===== config.mk =====
export PLATFORM = sky130hd
export DESIGN_NAME = wr_strobe_qual
export DESIGN_NICKNAME = d
export VERILOG_FILES = /design/src/rtl/wsq_pkg.sv /design/src/rtl/wsq_sync.sv /design/src/rtl/wsq_ctrl.sv /design/src/rtl/wsq_dpath.sv /design/src/rtl/wr_strobe_qual.sv
export SDC_FILE = /design/constraint.sdc
export NUM_CORES = 1
export LEC_CHECK = 0
export BUFFER_PORTS_ARGS = -buffer_cell sky130_fd_sc_hd__buf_2
export CELL_PAD_IN_SITES_DETAIL_PLACEMENT = 1
export CELL_PAD_IN_SITES_GLOBAL_PLACEMENT = 2
export CORE_UTILIZATION = 38
export DETAILED_ROUTE_END_ITERATION = 10
export GPL_TIMING_DRIVEN = 1
export PLACE_DENSITY = 0.75
export SYNTH_ARGS = -nofsm -noshare
export SYNTH_HDL_FRONTEND = slang
export SYNTH_HIERARCHICAL = 1
export SYNTH_SLANG_ARGS = --single-unit

===== constraint.sdc =====
create_clock -name clk -period 2.7 [get_ports clk]
set_input_delay 0 -clock clk [delete_from_list [all_inputs] [get_ports clk]]
set_output_delay 0 -clock clk [all_outputs]
set_load 0.02 [all_outputs]

===== src/rtl/wsq_pkg.sv =====
package wsq_pkg;
  typedef struct packed {
    logic capAddr;
    logic capData;
    logic fire;
  } wsqStrb_t;

  typedef enum logic [1:0] {
    ST_IDLE  = 2'd0,
    ST_COUNT = 2'd1,
    ST_WAIT  = 2'd2,
    ST_FIRE  = 2'd3
  } wsqState_e;
endpackage


===== src/rtl/wsq_sync.sv =====
module wsq_sync #(
  parameter int W = 4,
  parameter int STAGES = 2,
  parameter logic [W-1:0] RST_VAL = '0
) (
  input  logic         clk,
  input  logic         rstN,
  input  logic [W-1:0] rawIn,
  output logic [W-1:0] syncOut
);
  logic [W-1:0] stage [STAGES];

  generate
    for (genvar i = 0; i < STAGES; i++) begin : g_stage
      if (i == 0) begin : g_first
        always_ff @(posedge clk or negedge rstN) begin
          if (!rstN) stage[i] <= RST_VAL;
          else       stage[i] <= rawIn;
        end
      end else begin : g_next
        always_ff @(posedge clk or negedge rstN) begin
          if (!rstN) stage[i] <= RST_VAL;
          else       stage[i] <= stage[i-1];
        end
      end
    end
  endgenerate

  assign syncOut = stage[STAGES-1];
endmodule


===== src/rtl/wsq_ctrl.sv =====
module wsq_ctrl
  import wsq_pkg::*;
#(
  parameter int FILT_CYC = 2,
  parameter int PON_CYC  = 625000
) (
  input  logic     clk,
  input  logic     rstN,
  input  logic     ceS,
  input  logic     weS,
  input  logic     oeS,
  input  logic     sgS,
  output wsqStrb_t strb
);
  localparam int FCW = $clog2(FILT_CYC + 1);
  localparam int LCW = $clog2(PON_CYC + 1);

  wsqState_e      state, stateNext;
  logic [FCW-1:0] ovlCnt;
  logic [LCW-1:0] lockCnt;
  logic           unlocked;
  logic           both;

  assign both     = !ceS && !weS;
  assign unlocked = (lockCnt == LCW'(PON_CYC));

  // power-on lockout: counts clocks of good supply, clears on any drop
  always_ff @(posedge clk or negedge rstN) begin
    if (!rstN)          lockCnt <= '0;
    else if (!sgS)      lockCnt <= '0;
    else if (!unlocked) lockCnt <= lockCnt + 1'b1;
  end

  always_comb begin
    stateNext    = state;
    strb         = '0;
    unique case (state)
      ST_IDLE: begin
        if (both) begin
          if (oeS && unlocked) begin
            stateNext    = ST_COUNT;
            strb.capAddr = 1'b1;
          end else begin
            stateNext = ST_WAIT;
          end
        end
      end
      ST_COUNT: begin
        if (!both) begin
          if (ovlCnt >= FCW'(FILT_CYC) && unlocked) begin
            stateNext    = ST_FIRE;
            strb.capData = 1'b1;
          end else begin
            stateNext = ST_IDLE;
          end
        end else if (!oeS || !unlocked) begin
          stateNext = ST_WAIT;
        end
      end
      ST_WAIT: begin
        if (!both) stateNext = ST_IDLE;
      end
      ST_FIRE: begin
        strb.fire = 1'b1;
        stateNext = ST_IDLE;
      end
      default: stateNext = ST_IDLE;
    endcase
  end

  always_ff @(posedge clk or negedge rstN) begin
    if (!rstN) begin
      state  <= ST_IDLE;
      ovlCnt <= '0;
    end else begin
      state <= stateNext;
      if (strb.capAddr)
        ovlCnt <= FCW'(1);
      else if (state == ST_COUNT && both && ovlCnt < FCW'(FILT_CYC))
        ovlCnt <= ovlCnt + 1'b1;
    end
  end

  AST_OE_INHIBIT: assert property (@(posedge clk) disable iff (!rstN)
    (state == ST_COUNT && both && !oeS) |=> !strb.capData);
  AST_LOCK_RESTART: assert property (@(posedge clk) disable iff (!rstN)
    $fell(sgS) |=> !unlocked);
  AST_FIRE_UNLOCKED: assert property (@(posedge clk) disable iff (!rstN)
    (state == ST_FIRE) |-> $past(unlocked));
endmodule


===== src/rtl/wsq_dpath.sv =====
module wsq_dpath
  import wsq_pkg::*;
#(
  parameter int ADDR_W = 17,
  parameter int DATA_W = 32,
  parameter int STAGES = 2
) (
  input  logic              clk,
  input  logic              rstN,
  input  wsqStrb_t          strb,
  input  logic [ADDR_W-1:0] addrIn,
  input  logic [DATA_W-1:0] dataIn,
  output logic              loadValid,
  output logic [ADDR_W-1:0] loadAddr,
  output logic [DATA_W-1:0] loadData
);
  logic [ADDR_W-1:0] addrPipe [STAGES];
  logic [DATA_W-1:0] dataPipe [STAGES];
  logic [ADDR_W-1:0] addrHold;
  logic              validQ;

  // delay the buses by the synchroniser depth so captures line up with edges
  generate
    for (genvar i = 0; i < STAGES; i++) begin : g_pipe
      if (i == 0) begin : g_first
        always_ff @(posedge clk) begin
          addrPipe[i] <= addrIn;
          dataPipe[i] <= dataIn;
        end
      end else begin : g_next
        always_ff @(posedge clk) begin
          addrPipe[i] <= addrPipe[i-1];
          dataPipe[i] <= dataPipe[i-1];
        end
      end
    end
  endgenerate

  always_ff @(posedge clk or negedge rstN) begin
    if (!rstN) begin
      addrHold <= '0;
      loadAddr <= '0;
      loadData <= '0;
      validQ   <= 1'b0;
    end else begin
      if (strb.capAddr) addrHold <= addrPipe[STAGES-1];
      if (strb.capData) begin
        loadAddr <= addrHold;
        loadData <= dataPipe[STAGES-1];
      end
      validQ <= strb.fire;
    end
  end

  assign loadValid = validQ;

  AST_SINGLE_LOAD: assert property (@(posedge clk) disable iff (!rstN)
    loadValid |=> !loadValid);
  AST_LOAD_LATENCY: assert property (@(posedge clk) disable iff (!rstN)
    loadValid |-> $past(strb.capData, 2));
endmodule


===== src/rtl/wr_strobe_qual.sv =====
module wr_strobe_qual
  import wsq_pkg::*;
#(
  parameter int ADDR_W      = 17,
  parameter int DATA_W      = 32,
  parameter int SYNC_STAGES = 2,
  parameter int FILT_CYC    = 2,
  parameter int PON_CYC     = 625000
) (
  input  logic              clk,
  input  logic              rstN,
  input  logic              supplyGood,
  input  logic              ceN,
  input  logic              oeN,
  input  logic              weN,
  input  logic [ADDR_W-1:0] addrIn,
  input  logic [DATA_W-1:0] dataIn,
  output logic              loadValid,
  output logic [ADDR_W-1:0] loadAddr,
  output logic [DATA_W-1:0] loadData
);
  localparam int NCTL = 4;

  logic [NCTL-1:0] ctlSync;
  wsqStrb_t        strb;

  wsq_sync #(.W(NCTL), .STAGES(SYNC_STAGES), .RST_VAL(4'b0111)) u_sync (
    .clk(clk), .rstN(rstN),
    .rawIn({supplyGood, oeN, weN, ceN}),
    .syncOut(ctlSync)
  );

  wsq_ctrl #(.FILT_CYC(FILT_CYC), .PON_CYC(PON_CYC)) u_ctrl (
    .clk(clk), .rstN(rstN),
    .ceS(ctlSync[0]), .weS(ctlSync[1]), .oeS(ctlSync[2]), .sgS(ctlSync[3]),
    .strb(strb)
  );

  wsq_dpath #(.ADDR_W(ADDR_W), .DATA_W(DATA_W), .STAGES(SYNC_STAGES)) u_dpath (
    .clk(clk), .rstN(rstN), .strb(strb),
    .addrIn(addrIn), .dataIn(dataIn),
    .loadValid(loadValid), .loadAddr(loadAddr), .loadData(loadData)
  );
endmodule


==> run metrics, run 1 <==
pre-CTS WS=197.1 ps; fin worst setup slack=192.6 ps; Pleak=3.761 nW; number of enable flip-flop cells after synthesis=0; vias per cell=4.645; count of unique library cells instantiated by Yosys=44; clk_lat worst skew=420 ps; Worst-Margin Slew=637.2 ps; FF+latch count, synth=197; min Tclk post-route=2507 ps; initial core utilization=39.46%; CTS sink cnt=197; skew final=10.02 ps; DP Cell Count=703; Yosys warning count=6; PortBufs=104; Post-Syn Nets=456; Hold Vio Cnt, Final=0; register area share after synthesis=73.04%; clk buf depth=2; TNS Setup=0 ps; outcome=completed; number of global-route vias before repair=4068; synthesized area per cell=15.30 sq um; Final Wtd Congestion=0.7910; Avg WL per Cell=15.74 um; Post-Syn Instances=398; relative slew slack=57.52%; Num CTS Buffers=17; final worst path period share=92.87%; die height=128.6 um; startpoint types=register; layout cells sized above 1=38.06%; H-tree Lvls=4; core area=15430 sq um; fill cell count=1563; Die Wd=128.6 um; first-pass GRT wire length=20670 um; Register Area=4447 sq um; Worst Path Required=3010 ps; max_cap viols=0; CTS tree=yes; Non-Filler Instances=789; FP Rows=45; antenna cells=0; Worst Setup Path Type=reg2reg; number of nets in the layout=623; multi-input combinational cell area=1516 sq um; P per Cell Area=705.8 nW/um^2; all-layer global routing usage=16.61%; final setup vio count=0; Worst VDD drop=442.3 uV; Area growth syn-to-layout=30.44%; critical path data arrival time=2820 ps; Routed Antenna Nets=0; clock root cell=clkbuf_16; num ports=105; Crit Path Max Fanout=14; Syn Std Cell Area=6088 sq um; clock slew at reported path FFs=70 ps; DRC errors left=0; FMAX=0.3988 GHz; Detail Placement HPWL=7526 um; DR vias=3665; die area=16530 sq um; HP Class=in2async; Max Transition Viols Final=0; largest net degree at the start of global routing=59; antenna violations before repair=0; ys flop type=dfxtp_1; TritonRoute pass-1 iters=4; Async SR Flop Fraction=50.25%; GRT overflow=0; Worst setup EP type=register; RSZ-0062 raised after global routing=false; Initial DRC Count=184; Routed WL=12420 um
-- cells in the mapped netlist (2+ instances only) --
library cell | instances | area (sq um)
o21ai_0 | 9 | 45.04
clkbuf_1 | 3 | 11.26
inv_1 | 6 | 22.52
a21oi_1 | 11 | 55.05
mux2_4 | 10 | 150.1
buf_6 | 2 | 22.52
and2_1 | 3 | 18.77
and4_1 | 3 | 26.28
nor4_1 | 3 | 18.77
nor2_1 | 13 | 48.80
o31ai_1 | 4 | 30.03
nor4b_1 | 4 | 35.03
nand3_1 | 8 | 40.04
mux2_2 | 56 | 630.6
nand4_1 | 6 | 37.54
dfxtp_1 | 98 | 1962
buf_4 | 7 | 52.55
or3_1 | 4 | 25.02
dfstp_2 | 6 | 157.7
xnor2_1 | 3 | 26.28
nand2_1 | 11 | 41.29
dfrtp_1 | 93 | 2327
nor3_1 | 3 | 15.01
ha_1 | 3 | 37.54
or4_1 | 4 | 30.03
mux2i_1 | 2 | 20.02
xor2_1 | 6 | 52.55
-- critical path: stages (launching register included) --
cell     delay [ps]
dfrtp_1         450
nor4b_1         450
and4_2          390
nand2_1         110
nor4b_2         340
buf_4           290
mux2_2          360
-- routing by layer --
metal | share of wire (%) | wire, um | up-vias | GRT usage, %
li1 | - | - | 1712 | -
met3 | 5.6 | 690 | 15 | 5.530
met5 | 0 | 0 | - | 0
met1 | 41 | 5078 | 1851 | 18.69
met2 | 52 | 6491 | 87 | 28.62
met4 | 1.2 | 155 | 0 | 7.543
-- cells in the final DEF, fill, tap and decap left out, types with 3 or more instances in the layout --
cell / instances
nor4_1: 3
nand4_1: 6
nor4b_1: 3
clkbuf_16: 17
buf_4: 3
inv_1: 5
mux2_4: 10
xnor2_1: 3
dfstp_2: 6
and2_1: 3
mux2_2: 56
ha_1: 3
dfrtp_1: 93
or3_1: 4
buf_2: 103
nor2_1: 13
a21oi_1: 11
nand3_1: 8
o21ai_0: 9
xor2_1: 6
dfxtp_1: 98
o31ai_1: 4
or4_1: 4
clkinv_2: 3
nand2_1: 11
dlygate4sd3_1: 54
nor3_1: 3
inv_8: 3
-- layout make-up --
class | count | share of cell area [%]
repair buffers | 162 | 14.09
inverters | 7 | 0.3309
multi-input cells | 180 | 19.10
flip-flops and latches | 197 | 55.99
clock buffers | 17 | 5.357
well taps | 211 | 3.324
clock inverters | 15 | 1.812
-- power by group --
| part | internal [mW] | total, mW | switching (mW) |
|---|---|---|---|
| sequential | 3.02 | 3.05 | 0.0312 |
| clock | 1.23 | 2.39 | 1.17 |
| combinational | 0.0912 | 0.160 | 0.0689 |
-- sequential cells by signal, indices dropped and copies added, names as in the netlist --
register	count
u_sync/stage	4
u_dpath/addrHold	17
u_dpath/addrPipe	34
u_ctrl/ovlCnt	2
u_dpath/dataPipe	64
u_dpath/loadData	32
u_dpath/loadAddr	17
u_dpath/loadValid	1
u_ctrl/state	2
u_ctrl/lockCnt	20
u_sync/syncOut	4
-- stage by stage --
stage,hold slack [ps],util [%],total power [mW],area (sq um)
after floorplan,-295.6,-,3.124,6088
after global placement,59.68,44.27,3.204,6830
after detailed placement,73.06,44.27,3.215,6830
after CTS,140.1,51.47,5.690,7940
after global routing,177.6,51.48,5.833,7941
final,133.6,51.48,5.605,7941
-- repair_timing --
item / in CTS / in global routing
setup buffers: 0 / 0
gates resized for setup: 0 / 1
endpoints found under the setup margin: 0 / 14
hold buffers: 54 / 0
hold endpoints to repair: 94 / 0
-- final timing paths --
check	start	end	slack, ps	cells past startpoint
max in group asynchronous	rstN	u_sync/syncOut[0]	1750	3
hold / removal	rstN	u_dpath/loadData[27]	130	2
hold reg to reg	u_dpath/dataPipe[0][30]	u_dpath/dataPipe[1][30]	330	0
setup reg to reg	u_ctrl/lockCnt[7]	u_dpath/addrHold[13]	190	6
min in group clk	dataIn[20]	u_dpath/dataPipe[0][20]	200	2
setup / recovery	u_ctrl/lockCnt[7]	u_dpath/addrHold[13]	190	6
-- cell families (layout without fill, tap and decap cells) --
kind of cell    after synthesis  count (layout)  synth area share, %
fa+ha+maj                     3               3               0.6166
mux                          68              68                13.15
flops                       197             197                73.04
simple gates                 72              72                7.029
compound gates               28              28                2.692
xor+xnor                      9               9                1.295
buf+inv                      21             201                2.178
(Power assumes the default switching activity.)
==> run 2, diff against run 1 <==
Settings changed: SYNTH_HIERARCHICAL 1 to default.
==> run metrics, run 2 <==
commonest non-fill, non-tap cells in the layout=103 x buf_2, 98 x dfxtp_1, 93 x dfrtp_1, 56 x mux2_2, 54 x dlygate4sd3_1; Yosys warning count=0; number of enable flip-flop cells after synthesis=0; startpoint types=register; Area growth syn-to-layout=30.90%; Top delay family on crit path=simple AND/OR/NAND/NOR gates; clock slew at reported path FFs=60 ps; M1 GR Usage=18.47%; pre-CTS WS=416.5 ps; count of unique library cells instantiated by Yosys=36; Worst Setup Path Type=reg2reg; clock root cell=clkbuf_16; register area share after synthesis=73.46%; final setup vio count=0; DRC errors left=0; crit path cell chain=inv_1, ha_1, nor4b_2, nand3_1, nor4_4, buf_4, mux2_2; H-tree Lvls=4; Num CTS Buffers=17; FF+latch count, synth=197; critical path data arrival time=2560 ps; Routed Antenna Nets=0; Post-Syn Instances=395; antenna cells=0; Routed WL=12230 um; HP Class=in2reg; min Tclk post-route=2262 ps; CTS sink cnt=197; Worst Path Buf+Inv=2; finished layout cell area=7924 sq um; top flop regs=u_dpath.dataPipe (64), u_dpath.addrPipe (34), u_dpath.loadData (32); DP Area=6830 sq um; CP max stage cell=dfrtp_1; TNS Setup=0 ps; skew final=4.909 ps; fill cell count=1544; fin worst setup slack=438.0 ps; GR Util met3=5.384%; Max Transition Viols Final=0; Synth top area share=38.45%; max_cap viols=0; Die Wd=128.2 um; Worst setup EP type=register; all-layer global routing usage=16.16%; worst hold slack=214.4 ps; max FFs per register=64; Worst Path Required=3000 ps; Post-CTS Setup Inserts=0; DR vias=3604; die height=128.2 um; Global Route met2 Usage=27.89%; largest net degree at the start of global routing=57; most frequent cells after synthesis=98 x dfxtp_1, 93 x dfrtp_1, 56 x mux2_2; number of nets in the layout=623; FP Rows=45; final core occ=51.55%; FMAX=0.4421 GHz; GRT overflow=0; Final Wtd Congestion=0.7438; RSZ-0062 raised after global routing=false; vias per cell=4.568; Non-Filler Instances=789; synthesized area per cell=15.32 sq um; DP Cell Count=703; Initial DRC Count=157; Most Crowded Layer GR=met2; number of global-route vias before repair=3945; PortBufs=104; clk buf depth=2; Avg WL per Cell=15.51 um; Hold Vio Cnt, Final=0; core area=15370 sq um; total power=5.574 mW; layout cells sized above 1=37.20%; P per Cell Area=703.5 nW/um^2; TritonRoute pass-1 iters=4; Post-Syn Nets=453; slowest stage delay, CP=430 ps; Async SR Flop Fraction=50.25%; initial core utilization=39.38%; clk_lat worst skew=420 ps; relative slew slack=47.31%; die area=16440 sq um; most frequent cell after synthesis=dfxtp_1; cell taking the most area after synthesis=dfrtp_1; final worst path period share=83.78%; Worst-Margin Slew=790.4 ps; Largest Register=u_dpath.dataPipe; Detail Placement HPWL=7637 um; ys flop type=dfxtp_1; CTS tree=yes; synth top area cells=dfrtp_1 38%, dfxtp_1 32%, mux2_2 10%; antenna violations before repair=0; Syn Std Cell Area=6053 sq um; Crit Path Max Fanout=17; commonest non-fill, non-tap cell in the layout=buf_2; Worst VDD drop=526.6 uV; first-pass GRT wire length=20040 um; num ports=105; outcome=completed; Pleak=3.761 nW
-- run 2: cell types whose count changed after synthesis, sizes merged, moves of 3 or more --
| cell | change |
|---|---|
| and4 | -3 |
| xnor2 | +3 |
| inv | +3 |
| xor2 | -3 |
| a21oi | -4 |
| nor4 | +4 |
| buf | -5 |
-- run 2: path summary, 6_finish.rpt --
| check | from | endpoint | slack, ps | cells past startpoint |
|---|---|---|---|---|
| setup / recovery | u_ctrl.lockCnt[0] | u_dpath.addrHold[0] | 440 | 7 |
| min in group asynchronous | rstN | u_ctrl.lockCnt[5] | 220 | 2 |
| hold reg to reg | u_dpath.dataPipe[0][24] | u_dpath.dataPipe[1][24] | 330 | 0 |
| max in group asynchronous | rstN | u_sync.syncOut[1] | 1720 | 3 |
| hold / removal | dataIn[7] | u_dpath.dataPipe[0][7] | 210 | 2 |
| setup reg to reg | u_ctrl.lockCnt[0] | u_dpath.addrHold[0] | 440 | 7 |
-- run 2: layout make-up --
class,count,area (sq um),share of cell area (%)
Timing Repair Buffer,162,1106,13.96
Inverter,9,33.78,0.4263
Clock inverter,9,95.09,1.200
Tap cell,211,264.0,3.332
Clock buffer,23,457.9,5.779
Multi-Input combinational cell,178,1520,19.19
Sequential cell,197,4447,56.12
-- run 2: power breakdown --
part | internal (mW) | switching [mW] | leakage [nW]
sequential | 3.02 | 0.0302 | 2.18
clock | 1.31 | 1.05 | 0.260
combinational | 0.0913 | 0.0677 | 1.32
total | 4.42 | 1.15 | 3.76
-- run 2: what timing repair did --
item / 4_1_cts / 5_1_grt
resized for setup: 0 / 0
hold endpoints to repair: 106 / 0
hold buffers: 54 / 0
-- run 2: layer usage --
metal / part of all wire (%) / vias to the layer above / wire [um]
li1: - / 1698 / -
met1: 42 / 1815 / 5125
met2: 52 / 78 / 6307
met3: 5.1 / 13 / 621
met4: 1.5 / 0 / 180
met5: 0 / - / 0
-- run 2: worst reg2reg max path, stage by stage (launching register included) --
cell and delay, ps:
dfrtp_1 430, inv_1 100, ha_1 150, nor4b_2 290
nand3_1 220, nor4_4 240, buf_4 340, mux2_2 380
-- run 2: kinds of logic after synthesis --
group / after synthesis / share of synthesized area (%)
compound gates: 21 / 1.922
flops: 197 / 73.46
xor+xnor: 9 / 1.302
buf+inv: 20 / 1.509
fa+ha+maj: 3 / 0.6202
simple gates: 75 / 7.627
mux: 70 / 13.56
==> run 3, diff against run 2 <==
Settings changed: ABC_AREA from default to 1, CORE_UTILIZATION 38 to 35, PLACE_DENSITY 0.75 to 0.76.
Clock period 2.7 ns to 2.2 ns, I/O delays scaled along.
==> run metrics, run 3 <==
clk_lat worst skew=430 ps; pre-CTS WS=197.3 ps; Crit Path Max Fanout=95; FP Rows=48; vias per cell=4.274; cell taking the most area after synthesis=dfrtp_1; TNS Setup=0 ps; clk buf depth=2; die height=134.9 um; Synth top area share=37.64%; num ports=105; R2R Path Start=u_ctrl.lockCnt[0]; antenna violations before repair=0; RSZ-0062 raised after global routing=false; CTS tree=yes; Power Internal=5.551 mW; Routed Antenna Nets=0; Worst setup EP type=register; max_cap viols=0; crit path cell chain=inv_1, ha_1, nand3_1, nand3b_2, nor2_8, nand3_4, buf_12, nand2_1, o21ai_1; min Tclk post-route=1942 ps; Worst Path Buf+Inv=2; Top delay family on crit path=simple AND/OR/NAND/NOR gates; DP Cell Count=903; top flop regs=u_dpath.dataPipe (64), u_dpath.addrPipe (34), u_dpath.loadData (32); number of nets in the layout=809; Die Wd=134.9 um; Pleak=4.014 nW; Worst VDD drop=545.3 uV; layout cells sized above 1=20.94%; antenna cells=0; synthesized area per cell=10.59 sq um; Flop pwr share=52.8%; ys flop type=dfxtp_1; switch share=21.87%; NetSw=1.554 mW; final core occ=46.78%; all-layer global routing usage=15.70%; first-pass GRT wire length=21820 um; largest net degree at the start of global routing=96; Post-Syn Instances=584; final worst path period share=88.27%; synth top area cells=dfrtp_1 38%, dfxtp_1 32%, nand2_1 8.9%; max FFs per register=64; Avg WL per Cell=13.08 um; Worst Setup Path Type=reg2reg; Initial DRC Count=172; clock root cell=clkbuf_16; count of unique library cells instantiated by Yosys=31; Routed WL=12940 um; clock slew at reported path FFs=70 ps; flop-to-flop setup slack=260 ps; total power=7.105 mW; die area=18200 sq um; TritonRoute pass-1 iters=4; commonest non-fill, non-tap cells in the layout=146 x nand2_1, 103 x buf_2, 98 x dfxtp_1, 93 x dfrtp_1, 77 x inv_1; DR vias=4227; P per Cell Area=878.0 nW/um^2; Worst Path Required=2500 ps; Detail Placement HPWL=8379 um; commonest non-fill, non-tap cell in the layout=nand2_1; DRC errors left=0; CTS sink cnt=197; Clk pwr share=43.6%; PortBufs=104; HP Class=in2async; most frequent cell after synthesis=nand2_1; FMAX=0.5149 GHz; Yosys warning count=0; cells on worst reg2reg path=9; final setup vio count=0; Largest Register=u_dpath.dataPipe; startpoint types=register; combinational share of power=3.6%; FF+latch count, synth=197; critical path data arrival time=2240 ps; CP max stage cell=dfrtp_1; initial core utilization=35.75%; Worst-Margin Slew=637.7 ps; H-tree Lvls=4; Final Wtd Congestion=0.7492; Async SR Flop Fraction=50.25%; Hold Vio Cnt, Final=0; skew final=10.05 ps; Area growth syn-to-layout=30.86%; number of global-route vias before repair=4524; RR Endpoint=u_dpath.loadData[30]; fin worst setup slack=258.0 ps; outcome=completed; Non-Filler Instances=989; relative slew slack=57.49%; number of enable flip-flop cells after synthesis=0; most frequent cells after synthesis=146 x nand2_1, 98 x dfxtp_1, 93 x dfrtp_1; register area share after synthesis=71.91%; slowest stage delay, CP=400 ps; core area=17300 sq um; Max Transition Viols Final=0; Post-Syn Nets=642; Num CTS Buffers=17; Syn Std Cell Area=6183 sq um; GRT overflow=0
-- run 3: repair_timing --
action | in CTS | in global routing
setup endpoints to repair | 0 | 2
hold endpoints to repair | 98 | 0
buffers inserted | 0 | 0
hold buffers | 54 | 0
gates resized for setup | 0 | 1
-- run 3: logic make-up after synthesis --
family	after synthesis	synth area share (%)
AOI/OAI and AO/OA	76	6.293
xor gates and xnor gates	3	0.4250
adders and majority gates	3	0.6071
buffers and inverters	98	6.597
DFF	197	71.91
and+or+nand+nor	207	14.16
-- run 3: how the worst max path moves through the flow --
stage | slack, ps | to | from | depth (start not counted)
floorplan | 500 | u_dpath.loadData[20] | u_ctrl.lockCnt[0] | 10
global placement | 290 | u_dpath.addrHold[9] | u_ctrl.lockCnt[0] | 9
detailed placement | 200 | u_dpath.addrHold[5] | u_ctrl.lockCnt[0] | 9
CTS | 190 | u_dpath.addrHold[7] | u_ctrl.lockCnt[0] | 9
global route | 70 | u_dpath.addrHold[7] | u_ctrl.lockCnt[0] | 9
finish | 260 | u_dpath.loadData[30] | u_ctrl.lockCnt[0] | 9
-- run 3: per-stage QoR --
| stage | area, sq um | hold WS [ps] |
|---|---|---|
| 6_report | 8092 | 153.4 |
| 5_1_grt | 8092 | 185.5 |
| 4_1_cts | 8090 | 174.5 |
| 3_5_place_dp | 6954 | 73.24 |
| 3_3_place_gp | 6954 | 64.74 |
| 2_1_floorplan | 6183 | -295.6 |
-- run 3: metal layers --
layer  global-route usage, %  vias to the layer above  part of all wire [%]  wire length (um)
met3                   4.880                       14                   4.3               551
met5                       0                        -                     0                 0
li1                        -                     2129                     -                 -
met2                   26.52                       75                    51              6604
met4                   5.618                        0                   1.3               169
met1                   18.83                     2009                    43              5614
-- run 3: area by class of cell --
cell class,count,area (sq um)
clock buffers,17,425.4
clock inverters,15,170.2
fillers,1960,9205
inverters,83,312.8
multi-input cells,289,1329
flip-flops and latches,197,4447
well taps,225,281.5
repair buffers,163,1126
-- run 3: power by group through the flow --
stage / sequential, mW / clock, mW / combinational, mW
6_report: 3.75 / 3.10 / 0.256
5_1_grt: 3.76 / 3.34 / 0.294
4_1_cts: 3.75 / 3.20 / 0.263
3_5_place_dp: 3.83 / 0 / 0.186
3_3_place_gp: 3.82 / 0 / 0.178
2_1_floorplan: 3.81 / 0 / 0.0762
